**config.mk**
```make
export PLATFORM = sky130hd
export DESIGN_NAME = rx_dcoc_seq
export DESIGN_NICKNAME = d
export VERILOG_FILES = /design/src/rtl/rx_dcoc_pkg.sv /design/src/rtl/dcoc_timer.sv /design/src/rtl/dcoc_len_sel.sv /design/src/rtl/dcoc_seq_ctrl.sv /design/src/rtl/rx_dcoc_seq.sv
export SDC_FILE = /design/constraint.sdc
export NUM_CORES = 1
export LEC_CHECK = 0
export BUFFER_PORTS_ARGS = -buffer_cell sky130_fd_sc_hd__buf_2
export CAP_MARGIN = 30
export CORE_MARGIN = 2
export CORE_UTILIZATION = 36
export DETAILED_ROUTE_END_ITERATION = 10
export PLACE_DENSITY = 0.59
export SYNTH_ARGS = -nofsm -noshare
export SYNTH_HDL_FRONTEND = slang
export SYNTH_SLANG_ARGS = --single-unit
export TNS_END_PERCENT = 20
```
**constraint.sdc**
```tcl
create_clock -name clk -period 6.9 [get_ports clk]
set_clock_uncertainty 0.1 [all_clocks]
set_input_delay 1.725 -clock clk [delete_from_list [all_inputs] [get_ports clk]]
set_output_delay 1.725 -clock clk [all_outputs]
set_load 0.05 [all_outputs]
```
**src/rtl/rx_dcoc_pkg.sv**
```systemverilog
package rx_dcoc_pkg;
  localparam logic [2:0] MODE_RX = 3'b111;

  typedef enum logic [2:0] {
    ST_IDLE  = 3'd0,
    ST_HOLD  = 3'd1,
    ST_TUNE  = 3'd2,
    ST_CAL   = 3'd3,
    ST_PRECH = 3'd4,
    ST_RX    = 3'd5
  } seq_state_t;

  typedef struct packed {
    logic tune_en;
    logic cal_en;
    logic bb_clk_en;
    logic lna_en;
    logic lo_en;
    logic rx_ready;
  } seq_out_t;
endpackage

```
**src/rtl/dcoc_timer.sv**
```systemverilog
module dcoc_timer #(
  parameter int CNT_W = 12
) (
  input  logic             clk,
  input  logic             rst,
  input  logic             load,
  input  logic [CNT_W-1:0] load_val,
  output logic             expire
);
  logic [CNT_W-1:0] cnt_q;

  // A phase loaded with N lasts N cycles: N in its first cycle, 1 in its last.
  always_ff @(posedge clk) begin
    if (rst)               cnt_q <= '0;
    else if (load)         cnt_q <= load_val;
    else if (cnt_q != '0)  cnt_q <= cnt_q - 1'b1;
  end

  assign expire = (cnt_q == CNT_W'(1));
endmodule

```
**src/rtl/dcoc_len_sel.sv**
```systemverilog
module dcoc_len_sel
  import rx_dcoc_pkg::*;
#(
  parameter int CNT_W    = 12,
  parameter int HOLD_CYC = 390,
  parameter int CAL_BASE = 16,
  parameter int PRE_CYC  = 8
) (
  input  seq_state_t       next_st,
  input  logic [2:0]       cal_time,
  output logic [CNT_W-1:0] load_val
);
  localparam int N_SEL = 8;

  logic [CNT_W-1:0] cal_len [N_SEL];

  // Lengths of the eight full calibrations, one per select value.
  for (genvar g = 0; g < N_SEL; g++) begin : g_len
    assign cal_len[g] = CNT_W'(CAL_BASE << g);
  end

  always_comb begin
    unique case (next_st)
      ST_HOLD:  load_val = CNT_W'(HOLD_CYC);
      ST_CAL:   load_val = cal_len[cal_time];
      ST_PRECH: load_val = CNT_W'(PRE_CYC);
      default:  load_val = '0;
    endcase
  end
endmodule

```
**src/rtl/dcoc_seq_ctrl.sv**
```systemverilog
module dcoc_seq_ctrl
  import rx_dcoc_pkg::*;
(
  input  logic       clk,
  input  logic       rst,
  input  logic [2:0] mode,
  input  logic       tune_req,
  input  logic       cal_off,
  input  logic       cal_skip,
  input  logic       prech_only,
  input  logic       tune_done,
  input  logic       expire,
  output seq_state_t state_q,
  output seq_state_t state_d,
  output logic       load
);
  logic       tune_pend_q;
  seq_state_t cal_next;

  // Step that follows the hold-off (and the tune, if one was asked for).
  always_comb begin
    if (cal_off || cal_skip) cal_next = ST_RX;
    else if (prech_only)     cal_next = ST_PRECH;
    else                     cal_next = ST_CAL;
  end

  always_comb begin
    state_d = state_q;
    if (mode != MODE_RX) begin
      state_d = ST_IDLE;
    end else begin
      unique case (state_q)
        ST_IDLE:  state_d = ST_HOLD;
        ST_HOLD:  if (expire) state_d = tune_pend_q ? ST_TUNE : cal_next;
        ST_TUNE:  if (tune_done) state_d = cal_next;
        ST_CAL,
        ST_PRECH: if (expire) state_d = ST_RX;
        ST_RX:    state_d = ST_RX;
        default:  state_d = ST_IDLE;
      endcase
    end
  end

  assign load = (state_d != state_q) &&
                (state_d == ST_HOLD || state_d == ST_CAL || state_d == ST_PRECH);

  always_ff @(posedge clk) begin
    if (rst) begin
      state_q     <= ST_IDLE;
      tune_pend_q <= 1'b0;
    end else begin
      state_q <= state_d;
      if (state_q == ST_IDLE && state_d == ST_HOLD) tune_pend_q <= tune_req;
      else if (state_d == ST_IDLE)                  tune_pend_q <= 1'b0;
    end
  end
endmodule

```
**src/rtl/rx_dcoc_seq.sv**
```systemverilog
module rx_dcoc_seq
  import rx_dcoc_pkg::*;
#(
  parameter int REF_CLK_KHZ = 26000,
  parameter int HOLDOFF_NS  = 15000,
  parameter int CAL_BASE    = 16,
  parameter int PRE_CYC     = 8
) (
  input  logic       clk,
  input  logic       rst,
  input  logic [2:0] mode,
  input  logic       tune_req,
  input  logic       cal_off,
  input  logic       cal_skip,
  input  logic       prech_only,
  input  logic [2:0] cal_time,
  input  logic       lna_gain,
  input  logic       lna_force,
  input  logic       lo_force,
  input  logic       tune_done,
  output logic       tune_en,
  output logic       cal_en,
  output logic       bb_clk_en,
  output logic       lna_en,
  output logic       lo_en,
  output logic       offset_zero,
  output logic       rx_ready
);
  localparam int HOLD_CYC = (REF_CLK_KHZ / 1000) * HOLDOFF_NS / 1000;
  localparam int CAL_MAX  = CAL_BASE << 7;
  localparam int MAX_A    = (HOLD_CYC > CAL_MAX) ? HOLD_CYC : CAL_MAX;
  localparam int MAX_LEN  = (MAX_A > PRE_CYC) ? MAX_A : PRE_CYC;
  localparam int CNT_W    = $clog2(MAX_LEN + 1);

  seq_state_t       state_q, state_d;
  logic             load, expire;
  logic [CNT_W-1:0] load_val;
  seq_out_t         out_d, out_q;
  logic             zero_q;

  dcoc_seq_ctrl u_ctrl (
    .clk       (clk),
    .rst       (rst),
    .mode      (mode),
    .tune_req  (tune_req),
    .cal_off   (cal_off),
    .cal_skip  (cal_skip),
    .prech_only(prech_only),
    .tune_done (tune_done),
    .expire    (expire),
    .state_q   (state_q),
    .state_d   (state_d),
    .load      (load)
  );

  dcoc_len_sel #(
    .CNT_W   (CNT_W),
    .HOLD_CYC(HOLD_CYC),
    .CAL_BASE(CAL_BASE),
    .PRE_CYC (PRE_CYC)
  ) u_len (
    .next_st (state_d),
    .cal_time(cal_time),
    .load_val(load_val)
  );

  dcoc_timer #(.CNT_W(CNT_W)) u_tmr (
    .clk     (clk),
    .rst     (rst),
    .load    (load),
    .load_val(load_val),
    .expire  (expire)
  );

  // Output pattern for the state being entered; registered so it lines up with state_q.
  always_comb begin
    out_d = '0;
    unique case (state_d)
      ST_TUNE: begin
        out_d.tune_en   = 1'b1;
        out_d.bb_clk_en = 1'b1;
      end
      ST_CAL, ST_PRECH: begin
        out_d.cal_en    = 1'b1;
        out_d.bb_clk_en = 1'b1;
        out_d.lna_en    = lna_force;
        out_d.lo_en     = lo_force;
      end
      ST_RX: begin
        out_d.rx_ready = 1'b1;
        out_d.lo_en    = 1'b1;
        out_d.lna_en   = lna_gain;
      end
      default: out_d = '0;
    endcase
  end

  always_ff @(posedge clk) begin
    if (rst) begin
      out_q  <= '0;
      zero_q <= 1'b0;
    end else begin
      out_q  <= out_d;
      zero_q <= cal_off;
    end
  end

  assign tune_en     = out_q.tune_en;
  assign cal_en      = out_q.cal_en;
  assign bb_clk_en   = out_q.bb_clk_en;
  assign lna_en      = out_q.lna_en;
  assign lo_en       = out_q.lo_en;
  assign rx_ready    = out_q.rx_ready;
  assign offset_zero = zero_q;
endmodule

```
==> results of run 1 <==
worst reg2reg max path: stages, from the launching register on:
cell,delay (ns)
dfxtp_1,0.32
inv_1,0.10
ha_1,0.18
nor4b_1,0.39
and3_1,0.39
or3b_2,0.48
and4_4,0.17
a211oi_4,0.61
o211ai_1,0.19
o31ai_1,0.11
per-stage QoR:
| step | utilization | worst slack (ns) | instances | hold WS (ns) |
|---|---|---|---|---|
| finish | 0.417 | 3.10 | 247 | 0.483 |
| global route | 0.417 | 2.80 | 247 | 0.532 |
| CTS | 0.417 | 3.16 | 247 | 0.498 |
| detailed placement | 0.405 | 2.88 | 243 | 0.474 |
| global placement | 0.405 | 2.98 | 243 | 0.466 |
| floorplan | - | 3.39 | 178 | 0.426 |
state kept, by name, summed over array words and instances (netlist names):
register	count
rx_ready	1
lna_en	1
u_ctrl.tune_pend_q	1
cal_en	1
u_tmr.cnt_q	12
u_ctrl.state_q	3
bb_clk_en	1
offset_zero	1
lo_en	1
tune_en	1
metal layers:
layer / share of wire / up-vias
li1: - / 702
met1: 0.49 / 641
met2: 0.46 / 33
met3: 0.035 / 4
met4: 0.016 / 0
met5: 0 / -
path summary, 6_finish.rpt:
check / from / end / slack (ns)
worst max-delay path: cal_skip / u_tmr.cnt_q[8]$_SDFFE_PP0P_ / 3.10
worst min-delay path: u_ctrl.tune_pend_q$_SDFFE_PP0P_ / u_ctrl.tune_pend_q$_SDFFE_PP0P_ / 0.48
worst max register to register: u_tmr.cnt_q[1]$_SDFFE_PP0P_ / u_tmr.cnt_q[8]$_SDFFE_PP0P_ / 3.79
worst min register to register: u_ctrl.tune_pend_q$_SDFFE_PP0P_ / u_ctrl.tune_pend_q$_SDFFE_PP0P_ / 0.48
synth_stat cells (3+ instances only):
cell type	instances	area (µm²)
nand2b_1	6	37.5
clkbuf_1	4	15.0
ha_1	3	37.5
dfxtp_1	23	460
xnor2_1	7	61.3
nand2_1	16	60.1
xor2_1	4	35.0
or4_1	3	22.5
nor2b_1	3	18.8
nor2_1	12	45.0
nor3_1	10	50.1
nand3_1	12	60.1
o31ai_1	8	60.1
inv_1	7	26.3
nor4_1	4	25.0
a21oi_1	4	20.0
o211ai_1	5	37.5
a21o_1	4	30.0
o21ai_0	4	20.0
kinds of logic after synthesis:
group / Yosys count / share of synthesized area
buffers and inverters: 14 / 0.0433
adders and majority gates: 3 / 0.0254
DFF: 23 / 0.312
muxes: 1 / 0.00679
xor gates and xnor gates: 11 / 0.0653
AOI/OAI and AO/OA: 39 / 0.202
and+or+nand+nor: 87 / 0.345
power by group:
part	internal [µW]	total [µW]	leakage [µW]	switching [µW]
registers	163	203	0.000188	39.5
logic	112	239	0.000445	128
clock network	40.4	87.2	0.0000255	46.8
cell type report:
| type | instances | area share |
|---|---|---|
| clock buffers | 3 | 0.0249 |
| inverters | 7 | 0.0159 |
| multi-input cells | 141 | 0.574 |
| clock inverters | 1 | 0.00302 |
| repair buffers | 22 | 0.0665 |
| flip-flops and latches | 23 | 0.278 |
| well taps | 50 | 0.0378 |
==> summary.md, run 1 <==
| Metric | Value |
|---|---|
| Main synth FF type | dfxtp_1 |
| CP dominant cell by count | o31ai_1 |
| HPWL after DPL | 2700 µm |
| Clock root buffer | clkbuf_8 |
| CTS clock-pin slew for the worst setup and hold paths | 0.09 ns |
| Pleak | 0.000659 µW |
| Worst Setup Path Type | input port to flip-flop |
| Max cap viols | 0 |
| Worst path slowest cell | a211oi_4 |
| PD cells | 320 nW/µm² |
| Sequential cell area | 460 µm² |
| Outcome | finished, final reports clean |
| Maximum vdd drop | 106 µV |
| Wire per inst | 14.3 µm |
| Hold Crit Class | flip-flop to flip-flop |
| Finished Cell Area | 1660 µm² |
| Netlist Area Pre-Place | 1480 µm² |
| DRC viols | 0 |
| Clk sinks | 23 |
| Starting Density | 0.371 |
| GP Congestion | 0.806 |
| CORE AREA | 3970 µm² |
| Largest net degree at the start of global routing | 20 |
| TritonRoute pass-1 iters | 4 |
| Pwr Total | 529 µW |
| Cell variety after synth | 52 |
| Slew Limit Headroom | 0.493 |
| Most frequent cells in the layout | dfxtp_1, buf_2, nand2_1 |
| Initial antenna violation count | 0 |
| Setup crit end kind | flip-flop |
| CP top delay family | compound AO/OA/AOI/OAI gates |
| GRT met1 Usage | 0.228 |
| Buffers on Ports | 22 |
| Grt ovf | 0 |
| Final #Nets | 217 |
| N_diodes | 0 |
| Most common cell after layout, fill and taps aside | dfxtp_1 |
| Post-DR vias/cell | 5.59 |
| Period utilization | 0.550 |
| Net Count, Synth | 197 |
| Drt total wl | 3530 µm |
| #FFs+latches synth | 23 |
| Worst R2R Path Depth | 9 |
| # IOs | 23 |
| Area of the multi-input gates | 951 µm² |
| FILL cells | 419 |
| Worst setup SP type | input port |
| DIE AREA | 4630 µm² |
| DR vias | 1380 |
| Mean Syn Cell Area | 8.29 µm² |
| Vias in the first global route | 1197 |
| Setup tns final | 0 ns |
| Number of enable flip-flop cells after synthesis | 0 |
| Worst Max-Slew Pin Slew | 0.759 ns |
| Slowest cell delay on critical path | 0.70 ns |
| DR iter-0 viols | 65 |
| Grt met3 use | 0.0148 |
| Req. time, crit path | 6.99 ns |
| Max Clock Freq | 263 MHz |
| GRT Max-Usage Layer | met2 |
| Clk Latency, worst-skew pair | 0.27 ns |
| Cells along the critical path | buf_2, o31ai_1, o21ai_0, a41oi_1, nand3_1, a211oi_4, o211ai_1, o31ai_1 |
| GR Util met2 | 0.263 |
| RSZ-0062 raised after global routing | false |
| Slew Limit Fails | 0 |
| # setup viols final | 0 |
| Placed inst area | 1610 µm² |
| H-tree level count | 1 |
| Fin crit period | 3.80 ns |
| Die width | 68.0 µm |
| CTS tree | built |
| First-pass GRT wire length | 5650 µm |
| GRT Util Overall | 0.164 |
| Sequential area share after synthesis | 0.312 |
| Num rows | 23 |
| DIE HEIGHT | 68.0 µm |
| Warnings from Yosys | 0 |
| Ratio of cells with drive above 1 in the final layout | 0.183 |
| Clock Tree Buf Depth | 2 |
| Critical path depth | 8 |
| Hold Violations, Final | 0 |
| Buf+Inv Stages, Crit Path | 1 |
| Gate Count Post-Synth | 178 |
| CP arrival | 3.89 ns |
| Layout overhead on the synthesized area | 12.3% |
| CTS Buf Count | 3 |
| Ys async rst share | 0 |
| ANT nets after route | 0 |
| Setup Buffers After CTS | 0 |
| Cells resized by post-CTS repair | 0 |
| CTS Hold Buffers Added | 0 |
| Hold Path Depth | 2 |
| Crit Path Max Fanout | 19 |
Note: power is estimated with default switching activity, not from simulation.
==> inputs of run 2 (changes only) <==
Settings changed: PLACE_DENSITY 0.59 to 0.61.
Clock period 6.9 ns to 3.08 ns, I/O delays scaled along.
==> run 2 against run 1 <==
Net effect: critical path depth increased by 2; power grew 130%; worst hold slack worse by 0.0010 ns; register-to-register slack got worse by 3.5 ns; core utilization is 0.38 points higher; flip-flop and latch count is the same; critical path type is now flip-flop to flip-flop; cell area increased by 0.91%; highest routed layer unchanged; clock power is 130% higher; critical endpoint is now u_tmr.cnt_q[1]$_SDFFE_PP0P_; clock-buffer cell count unchanged; cell count grew 0.81%; global-route usage rose by 0.13 points.
==> summary.md, run 2 (synthesis results as in run 1) <==
| Metric | Value |
|---|---|
| Vias in the first global route | 1234 |
| Max Clock Freq | 360 MHz |
| Wire per inst | 14.2 µm |
| Final #Nets | 219 |
| First-pass GRT wire length | 5810 µm |
| Slowest cell delay on critical path | 0.48 ns |
| TritonRoute pass-1 iters | 4 |
| Worst Setup Path Type | flip-flop to flip-flop |
| ANT nets after route | 0 |
| Switching Fraction | 0.401 |
| Combinational Power Share | 0.451 |
| DRC viols | 0 |
| H-tree level count | 1 |
| Internal | 716 µW |
| Cells along the critical path | inv_1, ha_1, nor4b_1, and3_1, or3b_2, and4_4, a211oi_4, buf_4, o21a_1, nor3_1 |
| Outcome | finished, final reports clean |
| Buffers on Ports | 22 |
| Grt ovf | 0 |
| PD cells | 715 nW/µm² |
| HPWL after DPL | 2700 µm |
| Worst path slowest cell | or3b_2 |
| CTS tree | built |
| Hold Violations, Final | 0 |
| DIE AREA | 4630 µm² |
| Largest net degree at the start of global routing | 20 |
| Max reg flops | 12 |
| Crit Path Max Fanout | 19 |
| Clk Latency, worst-skew pair | 0.27 ns |
| Ratio of cells with drive above 1 in the final layout | 0.191 |
| Fin crit period | 2.78 ns |
| Num rows | 23 |
| Worst setup SP type | flip-flop |
| Pwr Total | 1200 µW |
| CTS Hold Buffers Added | 0 |
| RSZ-0062 raised after global routing | false |
| Reg with most FFs | u_tmr.cnt_q |
| CORE AREA | 3970 µm² |
| Drt total wl | 3540 µm |
| Max cap viols | 0 |
| Setup Buffers After CTS | 0 |
| Leading registers by flop count | u_tmr.cnt_q x12, u_ctrl.state_q x3 |
| Clock Tree Buf Depth | 2 |
| DR iter-0 viols | 70 |
| Setup tns final | 0 ns |
| Net Sw Power | 480 µW |
| Clk sinks | 23 |
| Worst Max-Slew Pin Slew | 0.811 ns |
| DR vias | 1370 |
| Hold Crit Class | flip-flop to flip-flop |
| Starting Density | 0.371 |
| CP arrival | 2.83 ns |
| Post-DR vias/cell | 5.50 |
| Layout overhead on the synthesized area | 13.3% |
| Maximum vdd drop | 307 µV |
| N_diodes | 0 |
| Cells resized by post-CTS repair | 0 |
| Slew Limit Fails | 0 |
| DIE HEIGHT | 68.0 µm |
| Setup crit end kind | flip-flop |
| Slew Limit Headroom | 0.454 |
| Final Non-Filler Cells | 249 |
| Req. time, crit path | 3.13 ns |
| Die width | 68.0 µm |
| Pleak | 0.000669 µW |
| Placed Instances | 245 |
| # setup viols final | 0 |
| GRT Util Overall | 0.166 |
| Clock root buffer | clkbuf_8 |
| Most frequent cells in the layout | dfxtp_1, buf_2, nand2_1 |
| CTS clock-pin slew for the worst setup and hold paths | 0.09 ns |
| Period utilization | 0.901 |
| Register share of total power | 0.384 |
| Most common cell after layout, fill and taps aside | dfxtp_1 |
| Finished Core Util | 0.421 |
| GP Congestion | 0.809 |
| CTS Buf Count | 3 |
| Initial antenna violation count | 0 |
| Clock power frac | 0.165 |
| # IOs | 23 |
==> run 2: changes by cell type in the layout (fill, tap and decap cells not counted), sizes merged <==
cell  change
buf       +2
==> run 2: layout make-up <==
cell class / instances / area (µm²)
Tap cell: 50 / 62.6
Sequential cell: 23 / 460
Fill cell: 409 / 2300
Clock buffer: 3 / 41.3
Timing Repair Buffer: 24 / 125
Clock inverter: 1 / 5.00
Multi-Input combinational cell: 141 / 951
Inverter: 7 / 26.3
==> run 2: critical path: cells and delay by family (launching register included) <==
| kind | cells | cell delay, ns |
|---|---|---|
| DFF | 1 | 0.32 |
| AOI/OAI and AO/OA | 2 | 0.30 |
| buffers and inverters | 2 | 0.36 |
| adders and majority gates | 1 | 0.18 |
| and+or+nand+nor | 5 | 1.41 |
==> run 2: through the flow <==
stage	worst slack, ns	instance area [µm²]	hold slack [ns]
finish	0.304	1670	0.482
global route	0.0513	1670	0.526
CTS	0.321	1670	0.487
detailed placement	0.287	1630	0.467
global placement	0.342	1630	0.450
floorplan	0.526	1480	0.426
==> run 2: power groups by stage <==
stage | Clock [µW] | Combinational, µW | Sequential (µW)
finish | 197 | 539 | 459
global route | 214 | 618 | 470
CTS | 205 | 542 | 457
detailed placement | 0 | 540 | 463
global placement | 0 | 546 | 461
floorplan | 0 | 442 | 444
==> run 2: per-layer routing <==
metal	track usage	part of all wire	vias to the layer above
met2	0.246	0.44	32
met5	0	0	-
met1	0.241	0.50	624
met3	0.0164	0.042	4
li1	-	-	710
met4	0.0700	0.016	0
==> run 2: worst paths after layout <==
path	cells past startpoint	slack, ns	startpoint	to
max	10	0.30	u_tmr.cnt_q[1]$_SDFFE_PP0P_	u_tmr.cnt_q[1]$_SDFFE_PP0P_
min	2	0.48	u_ctrl.tune_pend_q$_SDFFE_PP0P_	u_ctrl.tune_pend_q$_SDFFE_PP0P_
max reg2reg	10	0.30	u_tmr.cnt_q[1]$_SDFFE_PP0P_	u_tmr.cnt_q[1]$_SDFFE_PP0P_
min reg2reg	2	0.48	u_ctrl.tune_pend_q$_SDFFE_PP0P_	u_ctrl.tune_pend_q$_SDFFE_PP0P_
==> inputs of run 3 (changes only) <==
Settings changed: CORE_UTILIZATION 36 to 45, PLACE_DENSITY 0.61 to 0.72.
==> run 3 against run 2 <==
Net effect: critical path depth down 1; worst hold slack better by 0.0016 ns; sequential share of layout area increased by 0.44 points; critical path type unchanged; largest power group unchanged.
==> summary.md, run 3 (synthesis results as in run 1) <==
| Metric | Value |
|---|---|
| Outcome | finished, final reports clean |
| Clock root buffer | clkbuf_4 |
| Pwr Total | 1160 µW |
| Buffers on Ports | 22 |
| Clk Latency, worst-skew pair | 0.32 ns |
| Period utilization | 0.905 |
| GRT Util Overall | 0.215 |
| Req. time, crit path | 3.26 ns |
| DR vias | 1436 |
| CTS Hold Buffers Added | 0 |
| Clock Tree Buf Depth | 2 |
| Initial antenna violation count | 0 |
| PD cells | 705 nW/µm² |
| Drt total wl | 3610 µm |
| CTS tree | built |
| Slowest cell delay on critical path | 0.48 ns |
| DR iter-0 viols | 105 |
| Largest net degree at the start of global routing | 20 |
| Grt ovf | 0 |
| Reg with most FFs | u_tmr.cnt_q |
| Ratio of cells with drive above 1 in the final layout | 0.191 |
| TritonRoute pass-1 iters | 5 |
| DRC viols | 0 |
| Setup Buffers After CTS | 0 |
| Starting Density | 0.479 |
| Sequential cell area | 460 µm² |
| HPWL after DPL | 2790 µm |
| Crit Path Max Fanout | 8 |
| Setup ws final | 0.294 ns |
| Hold Violations, Final | 0 |
| First-pass GRT wire length | 6020 µm |
| Cells along the critical path | inv_1, ha_1, nor4b_1, and3_1, o2111ai_1, a21oi_1, o211ai_1, nor2_1, a22o_1 |
| Cells resized by post-CTS repair | 0 |
| CORE AREA | 3080 µm² |
| Leading registers by flop count | u_tmr.cnt_q x12, u_ctrl.state_q x3 |
| CTS clock-pin slew for the worst setup and hold paths | 0.14 ns |
| Max cap viols | 0 |
| Die width | 61.3 µm |
| CP arrival | 2.97 ns |
| Slew Limit Headroom | 0.471 |
| DIE HEIGHT | 61.3 µm |
| Fin crit period | 2.79 ns |
| Finished Core Util | 0.535 |
| Worst slack, placed | 0.254 ns |
| H-tree level count | 1 |
| ANT nets after route | 0 |
| # IOs | 23 |
| Maximum vdd drop | 348 µV |
| Max Clock Freq | 359 MHz |
| Worst Max-Slew Pin Slew | 0.787 ns |
| Vias in the first global route | 1302 |
| FILL cells | 313 |
| Pleak | 0.000661 µW |
| Final #Nets | 219 |
| Worst setup SP type | flip-flop |
| Post-DR vias/cell | 5.91 |
| # setup viols final | 0 |
| Worst Setup Path Type | flip-flop to flip-flop |
| Area of the multi-input gates | 951 µm² |
| Clk sinks | 23 |
| Max reg flops | 12 |
| N_diodes | 0 |
| Hold Crit Class | flip-flop to flip-flop |
| CTS Buf Count | 3 |
| GP Congestion | 0.936 |
| Wire per inst | 14.8 µm |
| Setup tns final | 0 ns |
| DIE AREA | 3750 µm² |
| Placed Instances | 239 |
| Most frequent cells in the layout | dfxtp_1, buf_2, nand2_1 |
| Layout overhead on the synthesized area | 11.5% |
| Slew Limit Fails | 0 |
| RSZ-0062 raised after global routing | false |
| Final Non-Filler Cells | 243 |
| Most common cell after layout, fill and taps aside | dfxtp_1 |
| Num rows | 20 |
| Worst path slowest cell | a21oi_1 |
| Setup crit end kind | flip-flop |
==> run 3: cell counts in the layout (fill, tap and decap cells not counted) <==
No cell type changed its count.
==> run 3: final timing paths <==
path                                   start                               to  slack, ns  cells past startpoint
max              u_tmr.cnt_q[1]$_SDFFE_PP0P_                lna_en$_SDFF_PP0_       0.29                      9
max reg2reg      u_tmr.cnt_q[1]$_SDFFE_PP0P_                lna_en$_SDFF_PP0_       0.29                      9
min reg2reg  u_ctrl.tune_pend_q$_SDFFE_PP0P_  u_ctrl.tune_pend_q$_SDFFE_PP0P_       0.48                      2
min          u_ctrl.tune_pend_q$_SDFFE_PP0P_  u_ctrl.tune_pend_q$_SDFFE_PP0P_       0.48                      2
==> run 3: metal layers <==
metal | GRT usage | wire [µm]
met1 | 0.295 | 1660
met2 | 0.336 | 1670
met3 | 0.0378 | 226
met4 | 0.0807 | 52
met5 | 0 | 0
==> run 3: area by class of cell <==
type / instances / area share
multi-input combinational: 141 / 0.578
inverter: 7 / 0.0160
timing repair buffer: 24 / 0.0760
tap: 44 / 0.0335
clock buffer: 3 / 0.0137
sequential: 23 / 0.280
clock inverter: 1 / 0.00304
==> run 3: power by group <==
| part | total [µW] | switching (µW) | internal [µW] |
|---|---|---|---|
| Clock | 147 | 98.7 | 48.7 |
| Combinational | 551 | 290 | 260 |
| Sequential | 461 | 95.5 | 366 |
| Total | 1160 | 484 | 675 |
==> run 3: through the flow <==
step	hold WS, ns	instance area (µm²)
3_5_place_dp	0.473	1620
4_1_cts	0.491	1650
3_3_place_gp	0.452	1620
6_report	0.483	1650
5_1_grt	0.524	1650
2_1_floorplan	0.426	1480
==> run 3: worst max-delay path, delay by kind of cell, from the launching register on <==
kind	cells	cell delay, ns
AND/OR/NAND/NOR	3	0.90
flip-flops	1	0.34
AO/OA/AOI/OAI	4	1.10
buffers and inverters	1	0.11
adder cells (fa/ha/maj)	1	0.18
